==> src/rtl/sermul_pkg.sv <==
package sermul_pkg;

    typedef enum logic [1:0] {
        ST_IDLE = 2'd0,
        ST_LOAD = 2'd1,
        ST_CALC = 2'd2
    } sermul_st_e;

endpackage

==> src/rtl/sermul_booth_step.sv <==
// One radix-2 Booth step: recode (q0, q-1), add or subtract the
// multiplicand, then arithmetic right shift of {acc, q, q-1}.
module sermul_booth_step #(
    parameter int W = 20
) (
    input  logic [W:0]   acc_i,
    input  logic [W-1:0] q_i,
    input  logic         qm1_i,
    input  logic [W-1:0] mcand_i,
    output logic [W:0]   acc_o,
    output logic [W-1:0] q_o,
    output logic         qm1_o
);
    logic [W:0] mext;
    logic [W:0] sum;

    always_comb begin
        mext = {mcand_i[W-1], mcand_i};
        unique case ({q_i[0], qm1_i})
            2'b01:   sum = acc_i + mext;
            2'b10:   sum = acc_i - mext;
            default: sum = acc_i;
        endcase
        acc_o = {sum[W], sum[W:1]};
        q_o   = {sum[0], q_i[W-1:1]};
        qm1_o = q_i[0];
    end

endmodule

==> src/rtl/sermul_scale.sv <==
// Picks the fractional output window from the full product and clamps it.
module sermul_scale #(
    parameter int W        = 20,
    parameter int FRAC     = 19,
    parameter bit SATURATE = 1'b1
) (
    input  logic [2*W-1:0] prod_i,
    output logic [W-1:0]   word_o
);
    localparam int PW = 2 * W;

    logic signed [PW-1:0] sh;
    assign sh = $signed(prod_i) >>> FRAC;

    generate
        if (SATURATE) begin : g_sat
            logic [PW-W:0] hi;
            logic          fits;
            assign hi   = sh[PW-1:W-1];
            assign fits = (&hi) | ~(|hi);
            always_comb begin
                if (fits)
                    word_o = sh[W-1:0];
                else if (sh[PW-1])
                    word_o = {1'b1, {(W-1){1'b0}}};
                else
                    word_o = {1'b0, {(W-1){1'b1}}};
            end
        end else begin : g_wrap
            assign word_o = sh[W-1:0];
        end
    endgenerate

endmodule

==> src/rtl/sermul_cop.sv <==
module sermul_cop #(
    parameter int W        = 20,
    parameter int FRAC     = 19,
    parameter bit SATURATE = 1'b1
) (
    input  logic clk,
    input  logic rst_n,
    input  logic frame_i,
    input  logic a_ser_i,
    input  logic b_ser_i,
    output logic res_ser_o,
    output logic busy_o,
    output logic done_o,
    output logic err_o
);
    import sermul_pkg::*;

    localparam int CW = $clog2(W);
    localparam logic [CW-1:0] LAST = CW'(W - 1);

    typedef struct packed {
        sermul_st_e     st;
        logic [CW-1:0]  cnt;
        logic [W-1:0]   a_sr;   // multiplicand
        logic [W-1:0]   b_sr;   // multiplier, becomes low product half
        logic [W:0]     acc;
        logic           qm1;
        logic [W-1:0]   out_sr;
        logic           done;
        logic           err;
    } sermul_regs_t;

    sermul_regs_t r_q, r_d;

    logic [W:0]     step_acc;
    logic [W-1:0]   step_q;
    logic           step_qm1;
    logic [W-1:0]   scaled;
    logic [W-1:0]   a_next;
    logic [W-1:0]   b_next;

    sermul_booth_step #(.W(W)) u_step (
        .acc_i   (r_q.acc),
        .q_i     (r_q.b_sr),
        .qm1_i   (r_q.qm1),
        .mcand_i (r_q.a_sr),
        .acc_o   (step_acc),
        .q_o     (step_q),
        .qm1_o   (step_qm1)
    );

    sermul_scale #(.W(W), .FRAC(FRAC), .SATURATE(SATURATE)) u_scale (
        .prod_i (({step_acc[W-1:0], step_q})),
        .word_o (scaled)
    );

    assign a_next = {a_ser_i, r_q.a_sr[W-1:1]};
    assign b_next = {b_ser_i, r_q.b_sr[W-1:1]};

    always_comb begin
        r_d      = r_q;
        r_d.done = 1'b0;
        r_d.err  = frame_i && (r_q.st != ST_IDLE);
        unique case (r_q.st)
            ST_IDLE: begin
                if (frame_i) begin
                    r_d.a_sr   = a_next;
                    r_d.b_sr   = b_next;
                    r_d.cnt    = CW'(1);
                    r_d.st     = ST_LOAD;
                    r_d.out_sr = {1'b0, r_q.out_sr[W-1:1]};
                end
            end
            ST_LOAD: begin
                r_d.a_sr   = a_next;
                r_d.b_sr   = b_next;
                r_d.out_sr = {1'b0, r_q.out_sr[W-1:1]};
                if (r_q.cnt == LAST) begin
                    r_d.st  = ST_CALC;
                    r_d.cnt = '0;
                    r_d.acc = '0;
                    r_d.qm1 = 1'b0;
                end else begin
                    r_d.cnt = r_q.cnt + CW'(1);
                end
            end
            ST_CALC: begin
                r_d.acc  = step_acc;
                r_d.b_sr = step_q;
                r_d.qm1  = step_qm1;
                if (r_q.cnt == LAST) begin
                    r_d.st     = ST_IDLE;
                    r_d.cnt    = '0;
                    r_d.done   = 1'b1;
                    r_d.out_sr = scaled;
                end else begin
                    r_d.cnt = r_q.cnt + CW'(1);
                end
            end
            default: r_d.st = ST_IDLE;
        endcase
    end

    always_ff @(posedge clk) begin
        if (!rst_n) begin
            r_q <= '{st: ST_IDLE, default: '0};
        end else begin
            r_q <= r_d;
        end
    end

    assign res_ser_o = r_q.out_sr[0];
    assign busy_o    = (r_q.st != ST_IDLE);
    assign done_o    = r_q.done;
    assign err_o     = r_q.err;

endmodule

==> config.mk <==
export PLATFORM = sky130hd
export DESIGN_NAME = sermul_cop
export DESIGN_NICKNAME = d
export VERILOG_FILES = /design/src/rtl/sermul_pkg.sv /design/src/rtl/sermul_booth_step.sv /design/src/rtl/sermul_scale.sv /design/src/rtl/sermul_cop.sv
export SDC_FILE = /design/constraint.sdc
export NUM_CORES = 1
export LEC_CHECK = 0
export CORE_MARGIN = 2
export CORE_UTILIZATION = 40
export CTS_CLUSTER_DIAMETER = 200
export CTS_CLUSTER_SIZE = 16
export DETAILED_ROUTE_END_ITERATION = 10
export PLACE_DENSITY = 0.54
export SKIP_CTS_REPAIR_TIMING = 1
export SLEW_MARGIN = 30
export SYNTH_ARGS = -nofsm -noshare
export SYNTH_HDL_FRONTEND = slang
export SYNTH_SLANG_ARGS = --single-unit
export TNS_END_PERCENT = 5
==> constraint.sdc <==
create_clock -name clk -period 7.15 [get_ports clk]
set_input_delay 1.7875 -clock clk [delete_from_list [all_inputs] [get_ports clk]]
set_output_delay 1.7875 -clock clk [all_outputs]
set_load 0.01 [all_outputs]
==> results of run 1 <==
critical path: stages (launching register included):
cell	delay, ns
dfxtp_1	0.35
ha_1	0.60
a31oi_1	0.18
o21bai_1	0.25
nor2_1	0.23
o21ai_0	0.14
xnor2_1	0.17
ha_1	0.38
nand2_1	0.06
o21ai_0	0.32
nor3_1	0.10
and3_1	0.19
nor3_1	0.52
nand2_1	0.33
xnor2_4	0.29
or4_1	0.49
nor3b_1	0.14
worst paths after layout:
check / to / slack, ns / cells after the start
setup reg to reg: r_q[15]$_SDFFE_PN0P_ / 2.27 / 16
hold / removal: b_next[0]$_SDFFE_PN0P_ / 0.45 / 2
setup / recovery: r_q[15]$_SDFFE_PN0P_ / 2.27 / 16
hold reg to reg: b_next[0]$_SDFFE_PN0P_ / 0.45 / 2
stage by stage:
stage / hold WS (ns) / instances
final: 0.452 / 885
after global placement: 0.436 / 869
after detailed placement: 0.442 / 869
after global routing: 0.475 / 885
after CTS: 0.452 / 885
after floorplan: 0.432 / 719
layout make-up:
cell class,instances,area (µm²),share of cell area
Sequential cell,90,1800,0.305
Inverter,25,93.8,0.0159
Timing Repair Buffer,15,128,0.0216
Clock buffer,9,225,0.0382
Multi-Input combinational cell,563,3330,0.564
Tap cell,176,220,0.0373
Clock inverter,7,101,0.0172
layer usage:
layer | track usage | up-vias
met5 | 0 | -
met2 | 0.299 | 85
li1 | - | 2487
met4 | 0.0559 | 0
met3 | 0.0404 | 11
met1 | 0.291 | 2242
sequential cells by signal, summed over array words and instances (netlist names):
| register | cells |
|---|---|
| r_q | 49 |
| done_o | 1 |
| err_o | 1 |
| res_ser_o | 1 |
| a_next | 19 |
| b_next | 19 |
power by group:
group	switching, W	internal, W	total [W]
Clock	0.000211	0.000310	0.000521
Sequential	0.00000532	0.000508	0.000514
Combinational	0.0000591	0.0000289	0.0000881
Total	0.000275	0.000847	0.00112
Yosys cell counts, types with 2 or more instances:
cell type,instances
nand2_1,128
nand2b_1,7
a2bb2oi_1,2
nand4_1,13
ha_1,27
o21ai_0,45
nor4_1,4
buf_2,2
o31ai_1,7
a21oi_1,83
o21a_1,2
a211oi_1,6
buf_1,4
nand3_1,23
or4b_1,2
dfxtp_1,90
buf_6,2
nor3b_1,3
a21boi_0,4
nor2_1,62
xor2_1,11
and3_1,6
o2111ai_1,2
nor3_1,27
xnor2_1,21
clkbuf_1,33
a21o_1,9
a22oi_1,16
mux2i_1,6
and2_1,5
inv_1,23
nor2b_1,6
o211ai_1,3
a211o_1,2
a31oi_1,4
logic make-up after synthesis:
kind of cell             synth area share
AND/OR/NAND/NOR                     0.257
AO/OA/AOI/OAI                       0.219
flip-flops                          0.336
buffers and inverters              0.0494
XOR/XNOR                           0.0573
adder cells (fa/ha/maj)            0.0685
multiplexers                       0.0133
==> results_dict.tcl, run 1 <==
set metrics [dict create \
    run_status "complete, no violations" \
    yosys-top-cells-area "dfxtp_1 34%, nand2_1 8.9%, a21oi_1 7.7%" \
    layout_min_cycle_time_ns 4.88 \
    async_flop_share 0 \
    fp.dieH_um 120 \
    drt-met1-wl_mm 7.16 \
    most-common-layout-cells "128 x nand2_1, 90 x dfxtp_1, 81 x a21oi_1" \
    hp-start "b_next[1]$_SDFFE_PN0P_" \
    finalCoreUtilization 0.447 \
    finalMaxSlewViolations 0 \
    max-cap-violations 0 \
    layout_commonest_cell "nand2_1" \
    ant_nets 0 \
    antennaDiodeCount 0 \
    start_util 0.407 \
    cp-startpoint "r_q[44]$_SDFFE_PN0P_" \
    antenna_found_initial 0 \
    relSlewSlack 0.485 \
    portBuffers 8 \
    wl_met3_um 518 \
    wirelength_mm 13.7 \
    dr_total_vias 4825 \
    crit_path_start_kind "flip-flop" \
    setup_ws_ns 2.27 \
    die-width_um 120 \
    synth-edff-count 0 \
    drive_gt1_frac 0.0564 \
    tightestPinTransition_ns 0.753 \
    pin_count 9 \
    synth_warnings 0 \
    clk_pin_slew_ns 0.07 \
    cts.sinks 90 \
    drt_iter0_markers 317 \
    crit_arrival_ns 5.10 \
    numCtsBuffers 9 \
    fin_tns_setup_ns 0 \
    grt_max_degree 54 \
    synth_top_area_frac 0.336 \
    ys_seq_area_frac 0.336 \
    critPathKind "flip-flop to flip-flop" \
    power_w 0.00112 \
    crit_required_ns 7.37 \
    hold_viol 0 \
    clk_latency_ns 0.34 \
    synth_cell_type_count 64 \
    wl_per_cell_um 15.5 \
    syn_inst 719 \
    power.leakage_nw 2.21 \
    first_pass_iters 5 \
    cp_max_fo 20 \
    dieArea_mm2 0.0144 \
    syn_area_per_cell_um2 7.47 \
    fp.coreArea_mm2 0.0132 \
    grt_usage 0.200 \
    synth_area_leader_cell "dfxtp_1" \
    ir_worst_vdd_mv 0.121 \
    grt_setup_unrepaired "false" \
    routed_via_density 5.45 \
    grt-ovfl-total 0 \
    hp-class "flip-flop to flip-flop" \
    ys.flop_type "dfxtp_1" \
    row_count 42 \
    area_delta_synth_final_pct 9.86 \
    cts_tree "built" \
    syn-num-nets 752 \
    dr_wl_met2_mm 5.93 \
    route.detailed.drc 0 \
    cellPowerDensity_mw_per_mm2 190 \
    maxUsedRoutingLayer "met4" \
    cts_root_buf "clkbuf_16" \
    cts_buffer_depth 2 \
    regToRegStartpoint "r_q[44]$_SDFFE_PN0P_" \
    skew_ns 0.00792 \
    crit_path_end_kind "flip-flop" \
    place_ws_ns 2.31 \
    fmax_mhz 205 \
    ys_ff_latch 90 \
    htree_levels 3 \
    place_hpwl_mm 10.1 \
    nets 737 \
    synth_area_mm2 0.00537 \
    grt_first_pass_wirelength_mm 22.9 \
    grt_pass1_vias 4524 \
    fin_area_mm2 0.00590 \
    min_period_over_period 0.682 \
    setup_viol 0 \
    fillCellCount 1361 \
    place_congestion 0.862 \
    dpl_cell_area_mm2 0.00558 \
]
No activity file was read; power rests on OpenSTA's default activity.
==> run 2: changes to the inputs <==
- clock period: 7.15 -> 4.6 ns (I/O delays scaled with it)
==> run 2 against run 1 <==
Hold slack better by 0.00062 ns. Sequential share of layout area decreased by 0.13 points. Setup slack got worse by 2.0 ns. Final area is 0.42% higher. Die area unchanged. Clock skew increased by 0.0036 ns. Flip-flop and latch count unchanged. First-iteration DRC count up 25%.
==> results_dict.tcl, run 2 (synthesis gave the netlist of run 1 again) <==
set metrics [dict create \
    cts.sinks 90 \
    wirelength_mm 13.5 \
    nets 745 \
    run_status "complete, no violations" \
    row_count 42 \
    power.leakage_nw 2.23 \
    fp.coreArea_mm2 0.0132 \
    place_hpwl_mm 9.89 \
    clk_pin_slew_ns 0.07 \
    place_congestion 0.906 \
    layout_min_cycle_time_ns 4.30 \
    min_period_over_period 0.936 \
    die-width_um 120 \
    grt_pass1_vias 4438 \
    first_pass_iters 5 \
    crit_required_ns 4.82 \
    regMostFlops "r_q" \
    crit_path_end_kind "flip-flop" \
    finalCoreUtilization 0.449 \
    crit_arrival_ns 4.52 \
    area_delta_synth_final_pct 10.3 \
    hp-class "flip-flop to flip-flop" \
    fp.dieH_um 120 \
    numCtsBuffers 9 \
    grt_first_pass_wirelength_mm 22.4 \
    relSlewSlack 0.488 \
    start_util 0.407 \
    fin_tns_setup_ns 0 \
    clk_latency_ns 0.35 \
    grt_max_degree 48 \
    htree_levels 3 \
    cts_tree "built" \
    route.detailed.drc 0 \
    grt_usage 0.194 \
    ant_nets 0 \
    reg2regPathDepth 16 \
    finalMaxSlewViolations 0 \
    cp_max_fo 7 \
    largest_register_ffs 49 \
    dieArea_mm2 0.0144 \
    tightestPinTransition_ns 0.757 \
    placedCellCount 877 \
    hold_viol 0 \
    grt_setup_unrepaired "false" \
    pin_count 9 \
    final_cells 893 \
    dr_total_vias 4859 \
    cts_root_buf "clkbuf_16" \
    wl_per_cell_um 15.1 \
    cts_buffer_depth 2 \
    drive_gt1_frac 0.0656 \
    drt_iter0_markers 395 \
    antennaDiodeCount 0 \
    layout_commonest_cell "nand2_1" \
    max-cap-violations 0 \
    antenna_found_initial 0 \
    routed_via_density 5.44 \
    min_path_cells 2 \
    grt-ovfl-total 0 \
    fmax_mhz 232 \
    cellPowerDensity_mw_per_mm2 280 \
    most-common-layout-cells "128 x nand2_1, 90 x dfxtp_1, 82 x a21oi_1" \
    critPathKind "flip-flop to flip-flop" \
    crit_path_start_kind "flip-flop" \
    ir_worst_vdd_mv 0.206 \
    portBuffers 8 \
    setup_viol 0 \
    skew_ns 0.0115 \
]
[run 2: cell count changes in the layout (fill, tap and decap cells not counted), sizes merged]
cell,before,now
bufinv,2,0
clkinvlp,1,2
buf,8,15
clkbuf,9,10
clkdlybuf4s50,7,8
[run 2: final timing paths]
path | start | end | slack (ns)
setup / recovery | a_next[0]$_SDFFE_PN0P_ | r_q[15]$_SDFFE_PN0P_ | 0.30
hold / removal | b_next[1]$_SDFFE_PN0P_ | b_next[0]$_SDFFE_PN0P_ | 0.45
setup reg to reg | a_next[0]$_SDFFE_PN0P_ | r_q[15]$_SDFFE_PN0P_ | 0.30
hold reg to reg | b_next[1]$_SDFFE_PN0P_ | b_next[0]$_SDFFE_PN0P_ | 0.45
[run 2: where the power goes]
group | switching, W | internal (W) | total [W]
registers | 0.00000844 | 0.000790 | 0.000798
clock network | 0.000334 | 0.000387 | 0.000721
logic | 0.0000931 | 0.0000474 | 0.000141
total | 0.000436 | 0.00122 | 0.00166
[run 2: metal layers]
| metal | GRT usage | wire length, µm | up-vias |
|---|---|---|---|
| li1 | - | - | 2500 |
| met1 | 0.280 | 6860 | 2248 |
| met2 | 0.298 | 5950 | 96 |
| met3 | 0.0342 | 505 | 15 |
| met4 | 0.0500 | 208 | 0 |
| met5 | 0 | 0 | - |
[run 2: worst max-delay path, cell delays in order, from the launching register on]
cell      delay [ns]
dfxtp_1         0.35
inv_1           0.07
ha_1            0.20
nor3b_1         0.32
and4_4          0.30
a21oi_1         0.09
xnor2_1         0.14
ha_1            0.37
nand4_1         0.18
nor3b_1         0.07
or3_1           0.37
nand2b_1        0.16
or4b_1          0.55
and3_4          0.24
xnor2_4         0.16
or4_1           0.46
nor3b_1         0.14
[run 2: cell type report]
cell class              instances  area (µm²)
well taps                     176         220
clock buffers                  10         239
clock inverters                 6        48.8
repair buffers                 23         193
fillers                      1305        7270
inverters                      25        93.8
multi-input cells             563        3330
flip-flops and latches         90        1800
[run 2: stage by stage]
stage / power [W] / setup WS (ns) / cell area [µm²] / hold WS, ns
after floorplan: 0.000916 / 0.395 / 5370 / 0.432
after global placement: 0.000955 / 0.347 / 5620 / 0.440
after detailed placement: 0.000956 / 0.248 / 5630 / 0.445
after CTS: 0.00168 / 0.240 / 5920 / 0.454
after global routing: 0.00172 / 0.0239 / 5920 / 0.473
final: 0.00166 / 0.297 / 5920 / 0.452
